### config.mk
export PLATFORM = sky130hd
export DESIGN_NAME = clk_mode_ctrl
export DESIGN_NICKNAME = d
export VERILOG_FILES = /design/src/rtl/clk_mode_pkg.sv /design/src/rtl/clk_mode_regs.sv /design/src/rtl/clk_mode_div.sv /design/src/rtl/clk_mode_ctrl.sv
export SDC_FILE = /design/constraint.sdc
export NUM_CORES = 1
export LEC_CHECK = 0
export CAP_MARGIN = 20
export CORE_AREA = 8 8 45 47
export DETAILED_ROUTE_END_ITERATION = 10
export DIE_AREA = 0 0 53 55
export DONT_BUFFER_PORTS = 1
export GPL_TIMING_DRIVEN = 0
export HOLD_SLACK_MARGIN = 0.08
export PLACE_DENSITY = 0.65
export SETUP_SLACK_MARGIN = 0.3
export SYNTH_ARGS = -nofsm -noshare
export SYNTH_HDL_FRONTEND = slang
export SYNTH_SLANG_ARGS = --single-unit
### constraint.sdc
create_clock -name clk -period 2.58 [get_ports clk]
set_input_delay 0 -clock clk [delete_from_list [all_inputs] [get_ports clk]]
set_output_delay 0 -clock clk [all_outputs]
set_load 0.01 [all_outputs]
### src/rtl/clk_mode_pkg.sv
package clk_mode_pkg;
  typedef enum logic [1:0] {
    SEL_HALF   = 2'b00,
    SEL_EIGHTH = 2'b01,
    SEL_RING   = 2'b10,
    SEL_FULL   = 2'b11
  } div_sel_e;
endpackage

### src/rtl/clk_mode_regs.sv
module clk_mode_regs
  import clk_mode_pkg::*;
(
  input  logic       clk,
  input  logic       rst,
  input  logic       wr_en,
  input  logic [7:0] wr_data,
  output logic [7:0] rd_data,
  output div_sel_e   eff_sel,
  output logic       stack_page,
  output logic       osc_rc,
  output logic       main_run,
  output logic       ring_run,
  output logic       ratio_err
);
  div_sel_e div_q;
  logic     main_stop_q, ring_stop_q, rc_q, stack_q, lock_q, err_q;

  always_ff @(posedge clk) begin
    if (rst) begin
      div_q       <= SEL_RING;
      main_stop_q <= 1'b0;
      ring_stop_q <= 1'b0;
      rc_q        <= 1'b0;
      stack_q     <= 1'b0;
      lock_q      <= 1'b0;
      err_q       <= 1'b0;
    end else begin
      if (wr_en) begin
        div_q       <= div_sel_e'(wr_data[7:6]);
        main_stop_q <= wr_data[5];
        ring_stop_q <= wr_data[4];
        stack_q     <= wr_data[2];
        if (!lock_q) rc_q <= wr_data[3];
        lock_q      <= 1'b1;
      end
      err_q <= rc_q && (div_q != SEL_RING);
    end
  end

  always_comb begin
    if (div_q == SEL_RING)  eff_sel = SEL_RING;
    else if (rc_q)          eff_sel = SEL_EIGHTH;
    else                    eff_sel = div_q;
  end

  assign rd_data    = {div_q, main_stop_q, ring_stop_q, rc_q, stack_q, 2'b00};
  assign stack_page = stack_q;
  assign osc_rc     = rc_q;
  assign main_run   = !main_stop_q;
  assign ring_run   = !ring_stop_q;
  assign ratio_err  = err_q;

  p_lock_hold_r5: assert property (@(posedge clk) disable iff (rst)
    lock_q |=> $stable(rc_q));
  p_err_needs_rc_r9: assert property (@(posedge clk) disable iff (rst)
    err_q |-> rc_q);
endmodule

### src/rtl/clk_mode_div.sv
module clk_mode_div
  import clk_mode_pkg::*;
#(
  parameter int DIV_FULL   = 1,
  parameter int DIV_HALF   = 2,
  parameter int DIV_EIGHTH = 8
) (
  input  logic     clk,
  input  logic     rst,
  input  div_sel_e eff_sel,
  input  logic     main_run,
  input  logic     ring_run,
  input  logic     ring_tick,
  output logic     phi_en
);
  localparam int MAXDIV = (DIV_EIGHTH > DIV_HALF) ? DIV_EIGHTH : DIV_HALF;
  localparam int CW     = $clog2(MAXDIV + 1);

  div_sel_e      active_q;
  logic [CW-1:0] cnt_q;
  logic [CW-1:0] last_cnt;
  logic          is_ring, main_tick, boundary, phi_q;

  always_comb begin
    case (active_q)
      SEL_FULL:   last_cnt = CW'(DIV_FULL - 1);
      SEL_HALF:   last_cnt = CW'(DIV_HALF - 1);
      default:    last_cnt = CW'(DIV_EIGHTH - 1);
    endcase
  end

  assign is_ring   = (active_q == SEL_RING);
  assign main_tick = !is_ring && main_run && (cnt_q == last_cnt);
  assign boundary  = is_ring || !main_run || main_tick;

  always_ff @(posedge clk) begin
    if (rst) begin
      active_q <= SEL_RING;
      cnt_q    <= '0;
      phi_q    <= 1'b0;
    end else begin
      phi_q <= is_ring ? (ring_run && ring_tick) : main_tick;
      if (boundary) begin
        active_q <= eff_sel;
        cnt_q    <= '0;
      end else begin
        cnt_q <= cnt_q + 1'b1;
      end
    end
  end

  assign phi_en = phi_q;

  p_wrap_only_r8: assert property (@(posedge clk) disable iff (rst)
    !$stable(active_q) |-> $past(boundary));
  p_src_alive_r4: assert property (@(posedge clk) disable iff (rst)
    (!is_ring && !main_run) |=> !phi_q);
  p_cnt_bound_r2: assert property (@(posedge clk) disable iff (rst)
    cnt_q <= CW'(MAXDIV - 1));
endmodule

### src/rtl/clk_mode_ctrl.sv
module clk_mode_ctrl
  import clk_mode_pkg::*;
#(
  parameter int DIV_FULL   = 1,
  parameter int DIV_HALF   = 2,
  parameter int DIV_EIGHTH = 8
) (
  input  logic       clk,
  input  logic       rst,
  input  logic       wr_en,
  input  logic [7:0] wr_data,
  input  logic       ring_tick,
  output logic [7:0] rd_data,
  output logic       phi_en,
  output logic       stack_page,
  output logic       osc_rc,
  output logic       main_run,
  output logic       ring_run,
  output logic       ratio_err
);
  div_sel_e eff_sel;

  clk_mode_regs u_regs (
    .clk(clk), .rst(rst), .wr_en(wr_en), .wr_data(wr_data),
    .rd_data(rd_data), .eff_sel(eff_sel), .stack_page(stack_page),
    .osc_rc(osc_rc), .main_run(main_run), .ring_run(ring_run),
    .ratio_err(ratio_err)
  );

  clk_mode_div #(.DIV_FULL(DIV_FULL), .DIV_HALF(DIV_HALF), .DIV_EIGHTH(DIV_EIGHTH)) u_div (
    .clk(clk), .rst(rst), .eff_sel(eff_sel), .main_run(main_run),
    .ring_run(ring_run), .ring_tick(ring_tick), .phi_en(phi_en)
  );

  p_mode_bits_r6: assert property (@(posedge clk) disable iff (rst)
    wr_en |=> (rd_data[1:0] == 2'b00));
  p_rc_forced_r9: assert property (@(posedge clk) disable iff (rst)
    (osc_rc && rd_data[7:6] != 2'b10 && $past(osc_rc) && $past(rd_data[7:6]) != 2'b10) |-> ratio_err);
endmodule

Yosys cells after proc, flatten, opt, wreduce, memory -nomap -nowiden --
Cells that the tools add are included.
Storage, ports and cells: memory bits (writable) 0, register bits 15, ROM bits 0, memories 0, latch bits 0, word-level logic and storage cells 33, input port bits 12
Operators by class: $add $sub $neg 1, equality and inequality tests 5, reductions and logical operators 12, shift operators 0, div/mod/pow operators 0, multipliers 0, order comparisons 0, bitwise gates (word level) 1, mux-type cells 4
Operators by type and width (number):
- 2-bit equality test (second input constant) | 3
- 3-bit case mux with 2 select lines | 1
- 4-bit by 1-bit adder with 4-bit output (second input constant) | 1
- 4-bit by 3-bit equality test with 1-bit output | 1
- 1-bit logical AND | 4
- 2-bit 2-to-1 mux | 2
- 1-bit logical NOT | 3
- 2-bit logical NOT | 1
- 1-bit logical OR | 2
- 2-bit != test (second input constant) | 1
- 2-bit AND reduction | 1
- 2-bit OR reduction | 1
- 1-bit 2-to-1 mux | 1
- 1-bit inverter | 1

Depth between registers and ports, before layout --
depth after elaboration 6, depth in mapped cells 6

By module --
A second synthesis with hierarchy kept.
Second synthesis, totals: cells, all modules 74, area, all modules 719.4 um^2
By module, submodules not included:
- clk_mode_regs | area each 377.9 um^2, cells each 40, times used 1, sequential area each 160.2 um^2
- clk_mode_div | area each 341.6 um^2, cells each 34, times used 1, sequential area each 140.1 um^2

Least setup slack after synthesis --
Ideal clock, no wire load.
path type register -> register, start point register u_div.active_q[0], end point register u_div.active_q[1], arrival time 1598 ps, setup time 72 ps, setup slack 911 ps, required time 2508 ps, cell stages (with the launch flop) 7, cell sequence dfxtp_1 > inv_1 > ha_1 > or3b_1 > a211oi_2 > nand2b_4 > mux2i_1
On the way: longest elaborated chain between the ends 5, elaborated cells on any way between the ends 10, classes of those cells 3 x eq/ne; 1 x mux; 6 x reduce/logical
RTL lines:
- from (decl) | line clk_mode_div.sv:19 | div_sel_e active_q;
- from (signal assigned) | line clk_mode_div.sv:44 | active_q <= eff_sel;
- 2-bit equality test (tied with other cells) | line clk_mode_div.sv:25 | case (active_q)
- 3-bit case mux with 2 select lines / 1-bit logical NOT (equally long branches) | line clk_mode_div.sv:25, clk_mode_div.sv:33
- 4-bit by 3-bit equality test with 1-bit output / 1-bit logical AND (equally long branches) | line clk_mode_div.sv:33 | assign main_tick = !is_ring && main_run && (cnt_q == last_cnt);
- 1-bit logical AND | line clk_mode_div.sv:33
- 1-bit logical OR (*) | line clk_mode_div.sv:34 | assign boundary = is_ring || !main_run || main_tick;
Every way passes the cells marked *; elsewhere a longest branch is shown, timed or not. A chain may end at the register's enable or synchronous reset.

Worst setup path after layout --
Same ends and word-level chain as after synthesis.

==> summary.txt <==
Synthesis
  • Synth Area in Compound Gates: a little under a tenth
  • Syn Area/Cell: 9.581 um2
  • XOR/XNOR Fraction of Synth Area: under 10%
  • Yosys warnings: 0
  • Synth cell types: 24
  • #FFs+latches synth: 15
  • Largest family of logic cells by synthesized area: simple AND/OR/NAND/NOR gates
  • Cell taking the most area after synthesis: dfxtp_1
  • Seq/Total Area, Yosys: 44.78%
  • Synthesized-area fraction occupied by and/or/nand/nor cells: about 16%
  • Mux share of post-synthesis cell area: 8.955%
  • Adder-cell share of the synthesized area: under 10%
  • Post-Syn Instances: 70
  • Synthesized cell area: between 600 and 700 um2
  • Ranking of synthesized cells by area: dfxtp_1 (45%), mux2i_1 (9.0%), buf_4 (6.7%)
  • Top cell type's share of synthesized area: ~45%

Drt
  • DR pass1 iterations: 4
  • Post-route ant nets: 0
  • Routed wire length: about 1300 um
  • Vias per cell: around 5.2
  • Routed WL per cell: between 10 and 15 um
  • DRC: 0
  • Via count: roughly 500
  • DR iter-0 viols: 16

Final layout
  • NumNets Final: approximately 100
  • # diodes: 0
  • Fin cells: 99
  • Share of cells above drive strength 1: between 10% and 20%
  • Fin area: 802.0 um2
  • Synth-to-layout area growth: 19.59%
  • Post-Route Utilization: around 58%

Clocking
  • TritonCTS clock tree: yes
  • Hold-fix buffers, CTS: 8
  • TritonCTS buffer count: 3
  • # Post-CTS Setup Buffers: 0
  • CTS Root Cell: clkbuf_4
  • Resized cells post-CTS: 0
  • Max clock buf depth: 2
  • Clock Sinks: 15
  • Reg clk slew, reported paths: roughly 0.090 ns
  • H-Tree Depth: 1
  • Worst skew pair latency: ~0.28 ns

Power
  • Gate power share: roughly 17%
  • Power per cell area: around 590 nW/um2
  • Leakage Power: ~0.36 nW
  • Sequential Power Share: between 50% and 60%
  • Clock power share: between 20% and 30%
  • Internal Pwr Total: ~0.34 mW
  • NetSw: 0.1295 mW
  • Peak supply drop: about 0.41 mV
  • Sw Ratio: between 20% and 30%

Die
  • Core Region: roughly 1400 um2
  • Die height: approximately 55 um
  • DIE WIDTH: about 53 um
  • Starting Density: between 40% and 50%
  • I/O pins: 26
  • Die area: between 2000 and 3000 um2
  • Rows: 14

Critical path
  • CP Data Required Time: 2.80 ns
  • Worst setup SP type: flip-flop
  • Crit path kind: reg -> reg
  • Critical path peak fanout: 6
  • Setup slack, reg-to-reg: approximately 0.74 ns
  • CP endpoint kind: flip-flop
  • Crit path DAT: 2.06 ns

Placed design
  • # port buffers: 0
  • DP HPWL: approximately 940 um
  • Final Wtd Congestion: a little over 0.7
  • Post-Place Cells: between 80 and 90
  • Placed cell areas: 694.4 um2

Timing
  • Final hold viol count: 0
  • Final worst-path cycle share: a little under three quarters
  • Post-route setup TNS: 0 ns
  • Worst hold slack: between 0.1 and 0.15 ns
  • Skew final: between 0.005 and 0.006 ns
  • Final Setup Violations: 0
  • RSZ-0062 raised after global routing: false
  • Max Clk Rate: approximately 540 MHz
  • Count of pins over their slew limit: 0
  • Final min period: about 1.8 ns

Global route
  • GRT Overall Usage: 10.48%
  • Initial antenna violation count: 0
  • Largest net degree at the start of global routing: 11
  • Vias in the first global route: between 500 and 600
  • First-pass GRT wire length: between 2000 and 2500 um
  • Grt ovf: 0

Job
  • Max-cap viol count: 0

Min path
  • Hold Crit Class: in -> reg

Run status
  • Run status: completed
per-stage QoR:
step,setup slack (ns),total power [mW]
6_report,0.7436,0.4744
5_1_grt,0.6666,0.5051
4_1_cts,0.7308,0.4786
3_5_place_dp,0.7551,0.3374
3_3_place_gp,0.7966,0.3358
2_1_floorplan,0.9107,0.3247
power by group through the flow:
stage | logic [mW] | registers, mW | clock network (mW)
after global placement | 0.0698 | 0.266 | 0
after detailed placement | 0.0712 | 0.266 | 0
after CTS | 0.0820 | 0.261 | 0.136
after global routing | 0.0909 | 0.263 | 0.151
final | 0.0815 | 0.261 | 0.132
after floorplan | 0.0618 | 0.263 | 0
cell families (layout without fill, tap and decap cells):
family / count (synthesis) / after routing
flops: 15 / 15
xor+xnor: 3 / 3
fa+ha+maj: 3 / 3
compound gates: 8 / 8
other cells: 1 / 2
mux: 6 / 6
buf+inv: 13 / 25
simple gates: 21 / 21
placed cells by master (no fill, tap or decap), types with 2 or more instances in the layout:
cell	n
a21oi_1	3
buf_4	6
clkbuf_1	2
clkbuf_4	3
conb_1	2
dfxtp_1	15
dlygate4sd3_1	8
ha_1	3
inv_1	5
mux2i_1	6
nand2_1	2
nor2_1	10
nor3_1	3
xnor2_1	2
critical path, cell delays in order, from the launching register on:
cell	delay, ns
dfxtp_1	0.36
inv_1	0.05
ha_1	0.28
or3b_1	0.36
a211oi_2	0.33
nand2b_4	0.23
mux2i_1	0.17
final timing paths:
kind,depth (start not counted),endpoint,startpoint
setup / recovery,6,u_div.active_q[1],u_div.active_q[0]
hold / removal,2,u_regs.lock_q,rst
setup reg to reg,6,u_div.active_q[1],u_div.active_q[0]
hold reg to reg,2,u_regs.lock_q,u_regs.lock_q
state kept, by name (all words and copies together), names as in the netlist:
| signal | flops |
|---|---|
| u_div.active_q | 2 |
| u_div.cnt_q | 4 |
| u_div.phi_en | 1 |
| u_regs.div_q | 2 |
| u_regs.lock_q | 1 |
| u_regs.main_stop_q | 1 |
| u_regs.osc_rc | 1 |
| u_regs.ratio_err | 1 |
| u_regs.ring_stop_q | 1 |
| u_regs.stack_page | 1 |
cell usage after synthesis:
| library cell | instances |
|---|---|
| o211ai_1 | 1 |
| nor2_1 | 10 |
| xor2_1 | 1 |
| nor2b_1 | 1 |
| inv_1 | 5 |
| o41ai_1 | 1 |
| a211oi_2 | 1 |
| nor3b_1 | 1 |
| a32oi_1 | 1 |
| or3b_1 | 1 |
| xnor2_1 | 2 |
| mux2i_1 | 6 |
| dfxtp_1 | 15 |
| a21oi_1 | 3 |
| nand3b_1 | 1 |
| nor3_1 | 3 |
| nand2_1 | 2 |
| o211a_1 | 1 |
| nand2b_4 | 1 |
| ha_1 | 3 |
| clkbuf_1 | 2 |
| nand3_1 | 1 |
| conb_1 | 1 |
| buf_4 | 6 |
per-layer routing:
layer	routed length (um)	vias to the layer above	share of wire [%]	track usage, %
li1	-	250	-	-
met1	514	241	39	11.23
met2	663	19	51	17.19
met3	96	5	7.3	3.209
met4	31	0	2.4	7.759
met5	0	-	0	0
layout make-up:
| class | instances | area [um2] |
|---|---|---|
| inverters | 5 | 18.77 |
| well taps | 16 | 20.02 |
| clock inverters | 1 | 5.005 |
| plain buffers | 8 | 52.55 |
| multi-input cells | 43 | 302.8 |
| flip-flops and latches | 15 | 300.3 |
| repair buffers | 8 | 80.08 |
| fillers | 113 | 581.8 |
| clock buffers | 3 | 22.52 |
Note: power is estimated with default switching activity, not from simulation.
